===== src/rtl/fst_pkg.sv =====
package fst_pkg;
   localparam int MODE_W    = 8;
   localparam int CKS_W     = 2;
   localparam int CKS_LSB   = 0;
   localparam int STOP_BIT  = 3;
   localparam int PAR_BIT   = 5;
   localparam int LEN_BIT   = 6;
   localparam int DATA_LONG = 8;
   localparam int BITS_W    = 4;
   localparam int MAX_BITS  = DATA_LONG + 1 + 2;

   typedef struct packed {
      logic             len7;
      logic             par_en;
      logic             stop2;
      logic [CKS_W-1:0] cks;
   } mode_fields_t;

   function automatic mode_fields_t unpack_mode(input logic [MODE_W-1:0] m);
      mode_fields_t f;
      f.len7   = m[LEN_BIT];
      f.par_en = m[PAR_BIT];
      f.stop2  = m[STOP_BIT];
      f.cks    = m[CKS_LSB +: CKS_W];
      return f;
   endfunction

   function automatic logic [BITS_W-1:0] char_bits(input mode_fields_t f);
      return BITS_W'(DATA_LONG) - BITS_W'(f.len7) + BITS_W'(f.par_en)
             + BITS_W'(1) + BITS_W'(f.stop2);
   endfunction

   function automatic longint max_span(input int rate_w, input int base_log2);
      return longint'(MAX_BITS) * ((longint'(1) << rate_w) - 1)
             * (longint'(1) << (base_log2 + 2 * ((1 << CKS_W) - 1)));
   endfunction
endpackage


===== src/rtl/fst_cfg_regs.sv =====
module fst_cfg_regs
   import fst_pkg::*;
#(
   parameter int                 RATE_W   = 8,
   parameter logic [RATE_W-1:0]  RATE_RST = '1,
   parameter logic [MODE_W-1:0]  MODE_RST = '0
) (
   input  logic              clk,
   input  logic              rst_n,
   input  logic              lock,
   input  logic              mode_we,
   input  logic [MODE_W-1:0] mode_wd,
   input  logic              rate_we,
   input  logic [RATE_W-1:0] rate_wd,
   output logic [MODE_W-1:0] mode_q,
   output logic [RATE_W-1:0] rate_q
);
   logic mode_take;
   logic rate_take;

   assign mode_take = mode_we && !lock;
   assign rate_take = rate_we && !lock;

   always_ff @(posedge clk or negedge rst_n) begin
      if (!rst_n) begin
         mode_q <= MODE_RST;
         rate_q <= RATE_RST;
      end else begin
         if (mode_take) mode_q <= mode_wd;
         if (rate_take) rate_q <= rate_wd;
      end
   end
endmodule


===== src/rtl/fst_span_calc.sv =====
module fst_span_calc
   import fst_pkg::*;
#(
   parameter int RATE_W    = 8,
   parameter int BASE_LOG2 = 5,
   parameter int CNT_W     = 23,
   parameter int MUL_STYLE = 0
) (
   input  mode_fields_t      cfg,
   input  logic [RATE_W-1:0] rate,
   output logic [CNT_W-1:0]  span
);
   logic [BITS_W-1:0] nbits;
   logic [CNT_W-1:0]  bit_time;

   assign nbits    = char_bits(cfg);
   assign bit_time = CNT_W'(rate) << (BASE_LOG2 + 2 * int'(cfg.cks));

   if (MUL_STYLE == 0) begin : g_mul
      assign span = bit_time * CNT_W'(nbits);
   end else begin : g_shift_add
      logic [CNT_W-1:0] part [BITS_W];
      for (genvar i = 0; i < BITS_W; i++) begin : g_part
         assign part[i] = nbits[i] ? (bit_time << i) : '0;
      end
      always_comb begin
         span = '0;
         for (int j = 0; j < BITS_W; j++) span = span + part[j];
      end
   end
endmodule


===== src/rtl/fst_down_cnt.sv =====
module fst_down_cnt #(
   parameter int CNT_W = 23
) (
   input  logic             clk,
   input  logic             rst_n,
   input  logic             load,
   input  logic [CNT_W-1:0] load_val,
   output logic             busy,
   output logic             done
);
   logic [CNT_W-1:0] cnt;

   always_ff @(posedge clk or negedge rst_n) begin
      if (!rst_n) begin
         cnt  <= '0;
         done <= 1'b0;
      end else if (load) begin
         cnt  <= load_val;
         done <= (load_val == '0);
      end else if (cnt != '0) begin
         cnt  <= cnt - CNT_W'(1);
         done <= (cnt == CNT_W'(1));
      end else begin
         done <= 1'b0;
      end
   end

   assign busy = (cnt != '0);
endmodule


===== src/rtl/frame_span_timer.sv =====
module frame_span_timer
   import fst_pkg::*;
#(
   parameter int RATE_W    = 8,
   parameter int BASE_LOG2 = 5,
   parameter int MUL_STYLE = 0
) (
   input  logic              clk,
   input  logic              rst_n,
   input  logic              tx_en,
   input  logic              rx_en,
   input  logic              mode_we,
   input  logic [7:0]        mode_wd,
   input  logic              rate_we,
   input  logic [RATE_W-1:0] rate_wd,
   input  logic              start,
   output logic [7:0]        mode_q,
   output logic [RATE_W-1:0] rate_q,
   output logic              busy,
   output logic              done
);
   localparam longint SPAN_MAX = max_span(RATE_W, BASE_LOG2);
   localparam int     CNT_W    = $clog2(SPAN_MAX + 1);

   if (RATE_W < 1 || RATE_W > 16) begin : g_bad_rate
      $error("frame_span_timer: RATE_W out of range");
   end
   if (BASE_LOG2 < 0 || BASE_LOG2 > 8) begin : g_bad_base
      $error("frame_span_timer: BASE_LOG2 out of range");
   end
   if (MUL_STYLE < 0 || MUL_STYLE > 1) begin : g_bad_style
      $error("frame_span_timer: MUL_STYLE must be 0 or 1");
   end

   logic             cfg_lock;
   mode_fields_t     fields;
   logic [CNT_W-1:0] span;

   assign cfg_lock = tx_en | rx_en;
   assign fields   = unpack_mode(mode_q);

   fst_cfg_regs #(
      .RATE_W   (RATE_W),
      .RATE_RST ({RATE_W{1'b1}}),
      .MODE_RST ('0)
   ) regs_i (
      .clk     (clk),
      .rst_n   (rst_n),
      .lock    (cfg_lock),
      .mode_we (mode_we),
      .mode_wd (mode_wd),
      .rate_we (rate_we),
      .rate_wd (rate_wd),
      .mode_q  (mode_q),
      .rate_q  (rate_q)
   );

   fst_span_calc #(
      .RATE_W    (RATE_W),
      .BASE_LOG2 (BASE_LOG2),
      .CNT_W     (CNT_W),
      .MUL_STYLE (MUL_STYLE)
   ) calc_i (
      .cfg  (fields),
      .rate (rate_q),
      .span (span)
   );

   fst_down_cnt #(
      .CNT_W (CNT_W)
   ) cnt_i (
      .clk      (clk),
      .rst_n    (rst_n),
      .load     (start),
      .load_val (span),
      .busy     (busy),
      .done     (done)
   );
endmodule


===== config.mk =====
export PLATFORM = sky130hd
export DESIGN_NAME = frame_span_timer
export DESIGN_NICKNAME = d
export VERILOG_FILES = /design/src/rtl/fst_pkg.sv /design/src/rtl/fst_cfg_regs.sv /design/src/rtl/fst_span_calc.sv /design/src/rtl/fst_down_cnt.sv /design/src/rtl/frame_span_timer.sv
export SDC_FILE = /design/constraint.sdc
export NUM_CORES = 1
export LEC_CHECK = 0
export BUFFER_PORTS_ARGS = -buffer_cell sky130_fd_sc_hd__buf_2
export CAP_MARGIN = 20
export CORE_MARGIN = 5
export CORE_UTILIZATION = 50
export CTS_BUF_LIST = sky130_fd_sc_hd__clkbuf_4 sky130_fd_sc_hd__clkbuf_8
export DETAILED_ROUTE_END_ITERATION = 12
export HOLD_SLACK_MARGIN = 0.05
export PLACE_DENSITY = 0.73
export SLEW_MARGIN = 0
export SYNTH_ARGS = -nofsm -noshare
export SYNTH_HDL_FRONTEND = slang
export SYNTH_SLANG_ARGS = --single-unit

===== constraint.sdc =====
create_clock -name clk -period 10.2 [get_ports clk]
set_clock_uncertainty 0.15 [all_clocks]
set_input_delay 1.02 -clock clk [delete_from_list [all_inputs] [get_ports clk]]
set_output_delay 1.02 -clock clk [all_outputs]
set_load 0.005 [all_outputs]

Word-level counts from Yosys, hierarchy flattened:

Cells that the tools add are included.

* bitwise gates (word level): 1
* multipliers: 1
* multiplexer cells: 4
* reduce and logical (&&, ||, !) cells: 6
* eq/ne operators: 1
* shifts and indexed selects: 1
* $add $sub $neg: 6

Operators by type and width (number)
* $mux W23: 2
* $shl A8 B32 Y23: 1
* $eq A23 B1 Y1 const B: 1
* $logic_not A23 Y1: 1
* $mul A23 B4 Y23: 1
* $reduce_bool A23 Y1: 1
* $sub A23 B1 Y23 const B: 1
* $add A4 B1 Y4: 2
* $add A3 B3 Y4 const A: 1
* $add A4 B1 Y4 const B: 1
* $sub A4 B1 Y4 const A: 1
* $logic_and A1 B1 Y1: 2
* $mux W1: 2
* $reduce_bool A2 Y1: 1
* $logic_not A1 Y1: 1
* $or A1 B1 Y1: 1

* output and inout bits: 18
* bits in registers: 40
* logic and storage cells: 24
* bits of input ports: 23

Longest topological paths before layout:

* depth after elaboration: 7
* gate-level depth with buffers: 19
* depth with buffers taken out: 17

Modules after synthesis:

Synthesis repeated with hierarchy kept, for this count alone.

* cell total of the unflattened synthesis: 506
* area total of the unflattened synthesis: 4450.5 sq um

Modules (own cells, without submodules)
* fst_span_calc: cells each 313, area an instance 2363.5 sq um, times used 1, seq. area each 0.0 sq um
* fst_down_cnt: cells each 156, area an instance 1395.1 sq um, times used 1, seq. area each 600.6 sq um
* fst_cfg_regs: cells each 36, area an instance 685.7 sq um, times used 1, seq. area each 410.4 sq um
* frame_span_timer: cells each 1, area an instance 6.3 sq um, times used 1, seq. area each 0.0 sq um

Worst setup path before layout:

No wires, ideal clock.

* kind: reg-to-reg
* from: reg regs_i.mode_q[0]
* to: reg cnt_i.done
* buffers on the path: 1
* required time: 9958 ps
* slack: 5765 ps
* arrival: 4193 ps
* setup time: 92 ps
* period minus slack after synthesis: 4435 ps
* stages on the path, launching flop included: 18
* cell sequence: dfrtp_1 buf_1 mux2_2 o21ai_0 inv_1 ha_1 inv_1 fa_1 inv_1 ha_1 a21o_1 a2111oi_0 o21ai_0 a41oi_1 o31ai_1 xnor2_1 nand4_1 o31ai_2

* word-level cells in the longest chain between the ends: 5

Ends and longest elaborated chain
* start: declaration: line fst_cfg_regs.sv:15 `output logic [MODE_W-1:0] mode_q,`
* start signal: assignment: line fst_cfg_regs.sv:29 `if (mode_take) mode_q <= mode_wd;`
* $add A3 B3 Y4: line fst_span_calc.sv:17 `assign bit_time = CNT_W'(rate) << (BASE_LOG2 + 2 * int'(cfg.cks));`
* $shl A8 B32 Y23: line fst_span_calc.sv:17
* $mul A23 B4 Y23: line fst_span_calc.sv:20 `assign span = bit_time * CNT_W'(nbits);`
* $logic_not A23 Y1: line fst_down_cnt.sv:19 `done <= (load_val == '0);`
* $mux W1: line fst_down_cnt.sv:17 `end else if (load) begin`
* end signal: assignment: line fst_down_cnt.sv:19
* end signal: assignment: line fst_down_cnt.sv:22 `done <= (cnt == CNT_W'(1));`
* end: declaration: line fst_down_cnt.sv:9 `output logic done`

Every way passes these cells.
A chain may end at the register's enable or synchronous reset.

Worst setup path after layout:

Same ends and word-level chain as after synthesis.

==> impl_metrics.yaml <==
synth:
  syn_area_um2: 4320
  synthFlopType: "dfrtp_1"
  yosysWarnings: 0
  syn_area_per_cell_um2: 8.49
  synth_top_area_cell: "dfrtp_1"
  synthTopCellsByCount: "inv_1 (82), ha_1 (41), dfrtp_1 (32), nor2_1 (32), nand2_1 (31)"
  async_reset_ff_share_pct: 100
  synth_top_area_share_pct: 18.5
  yosysMostFrequentCell: "inv_1"
  synth.distinct_cells: 63
  ys_seq_area_share_pct: 23.4
  synth_area_leaders: "dfrtp_1 (19%), ha_1 (12%), fa_1 (8.8%)"
  synth_cells: 509
  synth_edf_count: 0
  yosys_register_bits: 40
place:
  place_congestion: 0.878
  hpwl_mm: 7.37
  port_buffers: 40
  dpl.cell_count: 657
floorplan:
  initial_core_util_pct: 50.5
  io_pins: 41
  die_height_um: 103
  die_w_um: 103
  num_rows: 34
  dieArea_um2: 10600
  core_um2: 8550
run_status:
  status: "finished clean"
detailed_routing:
  via_per_inst: 5.40
  wl_met2_mm: 4.36
  wire_per_inst_um: 13.6
  drt_iter0_drc: 161
  antenna_left: 0
  dr_total_vias: 3586
  highest_layer: "met4"
  drc: 0
  firstDrtPassIters: 4
  m1WireLength_mm: 4.20
  met3_length_um: 398
  routed_wl_mm: 9.06
clocking:
  cts.sinks: 40
  cts_tree: "yes"
  htree_levels: 2
  clk_latency_ns: 0.29
  cts.repair.resized: 0
  clock-root-buffer: "clkbuf_8"
  cts_buffers: 5
  cts_hold_buf: 0
  clk_pin_slew_ns: 0.07
  ctsLongestPathBuffers: 2
  post_cts.repair.setup_buffers: 0
sta:
  fin_crit_sh_pct: 48.3
  tightestPinTransition_ns: 1.07
  hold_viol: 0
  period_needed_ns: 4.93
  drv_slew: 0
  slew_headroom_pct: 28.8
  setup_viol: 0
  rsz0062_at_grt: "no"
  clock.fmax_mhz: 203
  whs_ns: 0.369
  finalSetupTns_ns: 0
cells_and_area:
  synthToLayoutAreaGrowth_pct: 9.27
  antenna_cells: 0
  stdcell_count: 664
  nets: 639
  drive_above_1_share_pct: 17.3
grt:
  antenna_found_initial: 0
  grt_pass1_wl_mm: 16.4
  first_global_vias: 3753
  grt-ovfl-total: 0
  grt_max_degree: 42
  grt_usage_pct: 18.6
setup_path:
  cp_max_fo: 13
  crit_type: "flop to flop"
  critPathLaunch: "regs_i.mode_q[0]"
  cp-start-kind: "flop"
  cp.required_ns: 10.26
  cp-end-kind: "flop"
  worstPathArrival_ns: 4.99
  rr_startpoint: "regs_i.mode_q[0]"
min_path:
  min_from: "regs_i.mode_q[2]"
  min_path_type: "flop to flop"
power_and_ir_drop:
  powerDensity_nw_per_um2: 229
  vdd_drop_max_uv: 114
  p_leak_nw: 2.31
job:
  maxCapViolations: 0
path summary, 6_finish.rpt:
kind                                    endpoint  slack [ns]  depth (start not counted)
worst max register to register        cnt_i.done        5.27                         16
worst min-delay path            regs_i.mode_q[2]        0.37                          1
worst min register to register  regs_i.mode_q[2]        0.37                          1
min in group asynchronous          cnt_i.cnt[18]        0.69                          1
max in group asynchronous       regs_i.mode_q[0]        8.64                          1
worst max-delay path                  cnt_i.done        5.27                         16
layout by cell type, fill, tap and decap left out, types with 5 or more instances in the layout:
cell	Yosys	routed
or2_2	10	10
nor4_1	8	8
o21ai_0	25	25
a211oi_1	6	6
clkbuf_8	2	5
fa_1	19	19
dfstp_2	8	8
ha_1	41	41
a21o_1	9	9
inv_1	82	82
nor2_1	32	32
conb_1	2	15
or3_1	9	9
xor2_1	13	13
nor3_1	18	18
xnor2_1	15	15
a21oi_1	18	18
mux2_2	17	17
o31ai_1	6	6
nor2b_1	8	8
nand2b_1	5	5
nand4_1	5	5
buf_2	0	40
dfrtp_1	32	32
nand3_1	12	12
nand2_1	31	31
routing by layer:
metal / vias to the layer above / GRT usage, %
met5: - / 0
met4: 0 / 3.59
met3: 11 / 3.04
met2: 82 / 32.8
met1: 1663 / 24.2
li1: 1830 / -
cell families after synthesis:
kind of cell	after synthesis	share of synthesized area (%)
mux	21	5.36
fa+ha+maj	60	20.7
xor+xnor	28	5.68
simple gates	163	20.4
buf+inv	98	9.12
flops	40	23.4
other cells	2	0.174
compound gates	97	15.2
worst max-delay path, stage by stage (launching register included):
cell       delay (ns)
dfrtp_1          0.59
mux2_2           0.40
a22o_1           0.26
nor2b_1          0.14
ha_1             0.29
inv_1            0.05
fa_1             0.52
inv_1            0.04
ha_1             0.35
a21o_1           0.26
a2111oi_0        0.49
o21ai_0          0.16
a41oi_1          0.41
o31ai_1          0.16
xnor2_1          0.23
nand4_1          0.13
o31ai_2          0.21
where the power goes:
part / switching, mW / internal (mW)
logic: 0.418 / 0.298
clock network: 0.0532 / 0.0463
registers: 0.0551 / 0.212
total: 0.526 / 0.556
sequential cells by signal, summed over array words and instances (netlist names):
signal	flops
regs_i.rate_q	8
cnt_i.done	1
regs_i.mode_q	8
cnt_i.cnt	23
per-stage QoR:
stage          power, mW  area, um^2  setup WS, ns  util (%)
2_1_floorplan      0.815        4370          5.77         -
3_3_place_gp       0.967        4640          5.54      54.3
3_5_place_dp       0.974        4640          5.40      54.3
4_1_cts             1.08        4720          5.35      55.2
5_1_grt             1.21        4720          4.90      55.2
6_report            1.08        4720          5.27      55.2
area by class of cell:
class	instances	area, um^2
Clock buffer	5	68.8
Clock inverter	2	12.5
Fill cell	797	3830
Inverter	83	314
Multi-Input combinational cell	384	2960
Sequential cell	40	1010
Tap cell	108	135
Timing Repair Buffer	42	215
Note: power is estimated with default switching activity, not from simulation.
